File: src/rtl/gray_rd_pkg.sv
package gray_rd_pkg;

  localparam int unsigned CONV_W = 32;

  // Binary to reflected Gray code.
  function automatic logic [CONV_W-1:0] to_gray(input logic [CONV_W-1:0] b);
    return b ^ (b >> 1);
  endfunction

endpackage

File: src/rtl/rd_sync2.sv
module rd_sync2 #(
  parameter int unsigned W = 4
) (
  input  logic         clk,
  input  logic         rst_n,
  input  logic [W-1:0] d_async,
  output logic [W-1:0] q_sync
);

  logic [W-1:0] stage1_q;
  logic [W-1:0] stage2_q;

  always_ff @(posedge clk or negedge rst_n) begin
    if (!rst_n) begin
      stage1_q <= '0;
      stage2_q <= '0;
    end else begin
      stage1_q <= d_async;
      stage2_q <= stage1_q;
    end
  end

  assign q_sync = stage2_q;

endmodule

File: src/rtl/rd_ptr_gen.sv
module rd_ptr_gen
  import gray_rd_pkg::*;
#(
  parameter int unsigned ADDR_W = 3,
  localparam int unsigned PW    = ADDR_W + 1
) (
  input  logic          clk,
  input  logic          rst_n,
  input  logic          advance,
  output logic [PW-1:0] bin_q,
  output logic [PW-1:0] gray_q,
  output logic [PW-1:0] gray_next
);

  logic [PW-1:0] bin_next;

  always_comb begin
    bin_next  = bin_q + {{(PW-1){1'b0}}, advance};
    gray_next = PW'(to_gray(CONV_W'(bin_next)));
  end

  always_ff @(posedge clk or negedge rst_n) begin
    if (!rst_n) begin
      bin_q  <= '0;
      gray_q <= '0;
    end else begin
      bin_q  <= bin_next;
      gray_q <= gray_next;
    end
  end

endmodule

File: src/rtl/rd_empty_cmp.sv
module rd_empty_cmp #(
  parameter int unsigned PW = 4
) (
  input  logic          clk,
  input  logic          rst_n,
  input  logic [PW-1:0] rgray_next,
  input  logic [PW-1:0] wgray_sync,
  output logic          empty_q
);

  logic match_all;

  // Every bit, including the wrap bit, must agree.
  assign match_all = (rgray_next == wgray_sync);

  always_ff @(posedge clk or negedge rst_n) begin
    if (!rst_n) empty_q <= 1'b1;
    else        empty_q <= match_all;
  end

endmodule

File: src/rtl/gray_rd_side.sv
module gray_rd_side #(
  parameter int unsigned ADDR_W = 3,
  localparam int unsigned PW    = ADDR_W + 1
) (
  input  logic              clk_rd,
  input  logic              rst_n,
  input  logic              pop_req,
  input  logic [PW-1:0]     wptr_gray_async,
  output logic              empty,
  output logic [ADDR_W-1:0] rd_addr,
  output logic [PW-1:0]     rptr_gray
);

  logic [PW-1:0] wgray_s;
  logic [PW-1:0] rbin;
  logic [PW-1:0] rgray_nx;
  logic          take;

  assign take = pop_req & ~empty;

  rd_sync2 #(.W(PW)) u_wsync (
    .clk     (clk_rd),
    .rst_n   (rst_n),
    .d_async (wptr_gray_async),
    .q_sync  (wgray_s)
  );

  rd_ptr_gen #(.ADDR_W(ADDR_W)) u_ptr (
    .clk       (clk_rd),
    .rst_n     (rst_n),
    .advance   (take),
    .bin_q     (rbin),
    .gray_q    (rptr_gray),
    .gray_next (rgray_nx)
  );

  rd_empty_cmp #(.PW(PW)) u_empty (
    .clk        (clk_rd),
    .rst_n      (rst_n),
    .rgray_next (rgray_nx),
    .wgray_sync (wgray_s),
    .empty_q    (empty)
  );

  assign rd_addr = rbin[ADDR_W-1:0];

endmodule

File: config.mk
export PLATFORM = sky130hd
export DESIGN_NAME = gray_rd_side
export DESIGN_NICKNAME = d
export VERILOG_FILES = /design/src/rtl/gray_rd_pkg.sv /design/src/rtl/rd_sync2.sv /design/src/rtl/rd_ptr_gen.sv /design/src/rtl/rd_empty_cmp.sv /design/src/rtl/gray_rd_side.sv
export SDC_FILE = /design/constraint.sdc
export NUM_CORES = 1
export LEC_CHECK = 0
export BUFFER_PORTS_ARGS = -buffer_cell sky130_fd_sc_hd__buf_2
export CORE_MARGIN = 8
export CORE_UTILIZATION = 43
export DETAILED_ROUTE_END_ITERATION = 8
export PLACE_DENSITY = 0.7
export SYNTH_ARGS = -nofsm -noshare
export SYNTH_HDL_FRONTEND = slang
export SYNTH_HIERARCHICAL = 1
export SYNTH_SLANG_ARGS = --single-unit
File: constraint.sdc
create_clock -name clk_rd -period 1.9 [get_ports clk_rd]
set_input_delay 0.285 -clock clk_rd [delete_from_list [all_inputs] [get_ports clk_rd]]
set_output_delay 0.285 -clock clk_rd [all_outputs]
set_load 0.02 [all_outputs]
[Word-level counts from Yosys, hierarchy flattened]
Cells that the tools add are included.
Operators by class
  add/subtract/negate cells: 1
  eq/ne operators: 1
  bitwise gates (word level): 3
Operator list (count)
  $add 4x1->4: 1
  $eq 4x4->1: 1
  $xor 4x3->4: 1
  $and 1x1->1: 1
  $not 1->1: 1
Word-level totals
  register bits: 17
  input port bits: 7
  output and inout bits: 8
  logic and storage cells: 10

[Logic depth before layout (Yosys ltp)]
  depth in word-level cells: 5
  mapped depth: 7
  mapped depth without buffers: 7

[Cells and area by module]
The synthesis kept the hierarchy.
By module, submodules not included
  rd_ptr_gen: instances 1, cells each 19, area an instance 284.0 um2, seq. area each 175.2 um2
  rd_sync2: instances 1, cells each 8, area an instance 200.2 um2, seq. area each 200.2 um2
  rd_empty_cmp: instances 1, cells each 6, area an instance 73.8 um2, seq. area each 26.3 um2
  gray_rd_side: instances 1, cells each 1, area an instance 13.8 um2, seq. area each 0.0 um2

[Least setup slack after synthesis]
No wires, ideal clock.
  kind: register to register
  start: reg u_empty.empty_q
  end: reg u_empty.empty_q
  arrival: 1.822 ns
  slack: -0.012 ns
  cell stages (with the launch flop): 8
  path buffers: 0
  clock period less this slack: 1.912 ns
  path through: dfstp_2 > nor2b_4 > ha_1 > ha_1 > xor2_1 > xor2_1 > xor2_1 > nor4_2
On the way
  longest elaborated chain between the ends: 5
RTL lines
  start, declared: RTL line rd_empty_cmp.sv:8  | output logic empty_q
  start signal, assigned: RTL line rd_empty_cmp.sv:18  | else empty_q <= match_all;
  $not 1->1: RTL line gray_rd_side.sv:19  | assign take = pop_req & ~empty;
  $and 1x1->1: RTL line gray_rd_side.sv:19
  net take: RTL line gray_rd_side.sv:17  | logic take;
  $add 4x1->4: RTL line rd_ptr_gen.sv:18  | bin_next = bin_q + {{(PW-1){1'b0}}, advance};
  net u_ptr.bin_next[2]: RTL line rd_ptr_gen.sv:15  | logic [PW-1:0] bin_next;
  $xor 4x3->4: RTL line gray_rd_pkg.sv:7  | return b ^ (b >> 1);
  net rgray_nx[1]: RTL line gray_rd_side.sv:16  | logic [PW-1:0] rgray_nx;
  $eq 4x4->1: RTL line rd_empty_cmp.sv:14  | assign match_all = (rgray_next == wgray_sync);
  net u_empty.match_all: RTL line rd_empty_cmp.sv:11  | logic match_all;
The timed path passes the listed nets, and every way through them passes these cells.

[Worst setup path after layout]
Same ends and word-level chain as after synthesis.

==> flow_metrics.py <==
metrics = {
    "status": {
        "outcome": "completed",
    },
    "placement": {
        "dp.cells": 62,
        "port_buffers": 14,
        "gp_congestion": 0.734,
    },
    "sta": {
        "maxSlewViolCount": 0,
        "fin_crit_ps": 1800,
        "skew_ps": 0.601,
        "worst_pin_slew_ps": 327,
        "max_freq_ghz": 0.556,
        "grt_setup_unrepaired": "false",
        "setup_viol_count_final": 0,
        "min_period_over_period": 0.947,
        "tns_ps": 0,
        "relSlewSlack": 0.782,
        "finalHoldViolCount": 0,
    },
    "pwr": {
        "p_sw_frac": 0.402,
        "pwr-share-clk": 0.130,
        "power_switching_uw": 548,
        "total_leakage_power_nw": 0.337,
        "combPwrFrac": 0.493,
        "p_per_area_nw_per_um2": 1850,
        "seqPwrFrac": 0.377,
        "vdd_drop_max_v": 0.000681,
        "internal-power_uw": 814,
    },
    "clock_tree": {
        "cts-root-buf": "clkbuf_4",
        "tritoncts": "done",
        "clk_pin_slew_ps": 80,
        "cts_buffers": 3,
        "clock_path_buffers": 2,
        "htree_levels": 1,
        "cts.sinks": 16,
        "clk_latency_ps": 270,
        "cts_setup_buffers": 0,
    },
    "finish": {
        "nNetsFinal": 62,
        "multi_input_area_um2": 204,
        "drive_gt1_frac": 0.519,
        "register_area_um2": 402,
        "fill_cells": 111,
        "final_cells": 67,
        "area_delta_synth_final_pct": 29.1,
        "insertedDiodeCount": 0,
        "post-route-util": 0.582,
    },
    "route": {
        "drt-pass1-iter-count": 1,
        "wire_per_inst_um": 13.8,
        "drtAntennaViolNets": 0,
        "vias": 314,
        "drtIter0Drc": 0,
        "routed_via_density": 4.69,
        "drc_errors": 0,
        "drt-total-wl_um": 922,
    },
    "synthesis": {
        "muxShareOfSynthArea": 0,
        "netlist_area_um2": 572,
        "ys_seq_area_frac": 0.702,
        "yosys.area_share.simple": 0.0547,
        "synth_cells": 34,
        "yosysWarnings": 6,
        "post-synth-top-count-cell": "dfrtp_1",
        "avgSynthCellArea_um2": 16.8,
        "synth_fp_nets": 43,
        "netlist_top_cells_count": "dfrtp_1, xor2_1, xnor2_1",
        "ys_types": 10,
        "synth_top_family_by_area": "XOR/XNOR gates",
        "synthTopCellsByArea": "dfrtp_1, xor2_1, dfstp_2, xnor2_1, ha_1",
        "synth_top_flop_cell": "dfrtp_1",
        "synth_edf_count": 0,
        "synth_compound_area_frac": 0.0197,
        "synthArstFlopShare": 1.00,
        "synth_top_area_share": 0.656,
        "synth_top_area_cell": "dfrtp_1",
        "synth_fa_ha_area_frac": 0.0438,
        "ys_ff_latch": 16,
        "synth_xor_area_frac": 0.153,
    },
    "global_routing": {
        "overflow": 0,
        "grt_pass1_wl_mm": 1.30,
        "grtUsageTotal": 0.0676,
        "antenna_found_initial": 0,
        "grt_max_degree": 17,
        "grt_pass1_vias": 309,
    },
    "critical_path": {
        "critical_path.max_fanout": 2,
        "endpoint_kind": "flip-flop",
        "path_class": "flip-flop to flip-flop",
        "cp.arrival_ps": 1990,
        "cp-start-kind": "flip-flop",
        "crit_required_ps": 2100,
    },
    "die": {
        "die_h_um": 52.5,
        "initial_core_util": 0.451,
        "design.core.area_um2": 1270,
        "io_pins": 15,
        "placementRows": 13,
        "dieArea_um2": 2750,
        "fp.dieW_um": 52.5,
    },
    "flow_run": {
        "drv_cap": 0,
    },
    "hold_path": {
        "hp-class": "input port to flip-flop",
    },
}
final timing paths:
| path | to | cells past startpoint | slack (ps) | startpoint |
|---|---|---|---|---|
| min in group asynchronous | u_wsync/stage1_q[2] | 2 | 430 | rst_n |
| worst min register to register | u_wsync/q_sync[2] | 0 | 360 | u_wsync/stage1_q[2] |
| max in group asynchronous | u_empty/empty_q | 2 | 1180 | rst_n |
| worst max register to register | u_empty/empty_q | 7 | 100 | u_empty/empty_q |
| worst min-delay path | u_wsync/stage1_q[2] | 1 | 110 | wptr_gray_async[2] |
| worst max-delay path | u_empty/empty_q | 7 | 100 | u_empty/empty_q |
per-layer routing:
metal / global-route usage / vias up / part of all wire
met4: 0.0647 / 0 / 0.050
li1: - / 139 / -
met5: 0 / - / 0
met1: 0.0589 / 152 / 0.34
met2: 0.113 / 18 / 0.50
met3: 0.0284 / 5 / 0.11
critical path, stage by stage, from the launching register on:
cell     delay (ps)
dfstp_2         560
nor2b_4          40
ha_2            200
ha_4            190
xor2_4          160
xor2_2          160
xor2_1          150
nor4_2          260
state kept, by name, summed over array words and instances (netlist names):
signal and cells:
u_wsync/stage1_q 4, u_ptr/gray_q 3, u_ptr/bin_q 4, u_wsync/q_sync 4, u_empty/empty_q 1
cell families (layout without fill, tap and decap cells):
logic type	after synthesis	in the layout
fa+ha+maj	2	2
simple gates	3	3
buf+inv	2	20
xor+xnor	10	10
compound gates	1	1
flops	16	16
power by group through the flow:
stage	clock network, mW	registers (mW)	logic [mW]
after CTS	0.185	0.502	0.586
after floorplan	0	0.587	0.358
after detailed placement	0	0.505	0.572
after global placement	0	0.496	0.558
final	0.177	0.513	0.672
after global routing	0.209	0.524	0.729
cells in the final DEF, fill, tap and decap left out:
| master | count |
|---|---|
| dfrtp_1 | 15 |
| buf_2 | 14 |
| xor2_1 | 4 |
| clkbuf_4 | 3 |
| xnor2_1 | 3 |
| xor2_2 | 2 |
| nor2b_4 | 1 |
| clkbuf_1 | 1 |
| dlygate4sd3_1 | 1 |
| nor4_2 | 1 |
| dfstp_2 | 1 |
| xor2_4 | 1 |
| nand3_1 | 1 |
| a21boi_2 | 1 |
| ha_2 | 1 |
| ha_4 | 1 |
| buf_4 | 1 |
stage by stage:
| stage | power [mW] | hold slack (ps) | worst slack, ps | cell area (um2) |
|---|---|---|---|---|
| 2_1_floorplan | 0.944 | -10.6 | 9.61 | 574 |
| 3_3_place_gp | 1.05 | 197 | 48.7 | 656 |
| 3_5_place_dp | 1.08 | 206 | 16.3 | 656 |
| 4_1_cts | 1.27 | 96.2 | 24.6 | 699 |
| 5_1_grt | 1.46 | 77.8 | 26.7 | 738 |
| 6_report | 1.36 | 107 | 100 | 738 |
cell type report:
class                           instances  share of cell area
Sequential cell                        16               0.544
Multi-Input combinational cell         16               0.276
Timing Repair Buffer                   16               0.119
Clock buffer                            4              0.0356
Tap cell                               15              0.0254
repair_timing:
item                                   4_1_cts  5_1_grt
hold buffers                                 1        0
endpoints found under the hold margin       15        0
pin swaps                                    1        0
gates resized for setup                      1        5
cloned                                       0        0
setup endpoints to repair                    1        1
Power figures use the tool's default switching activity.
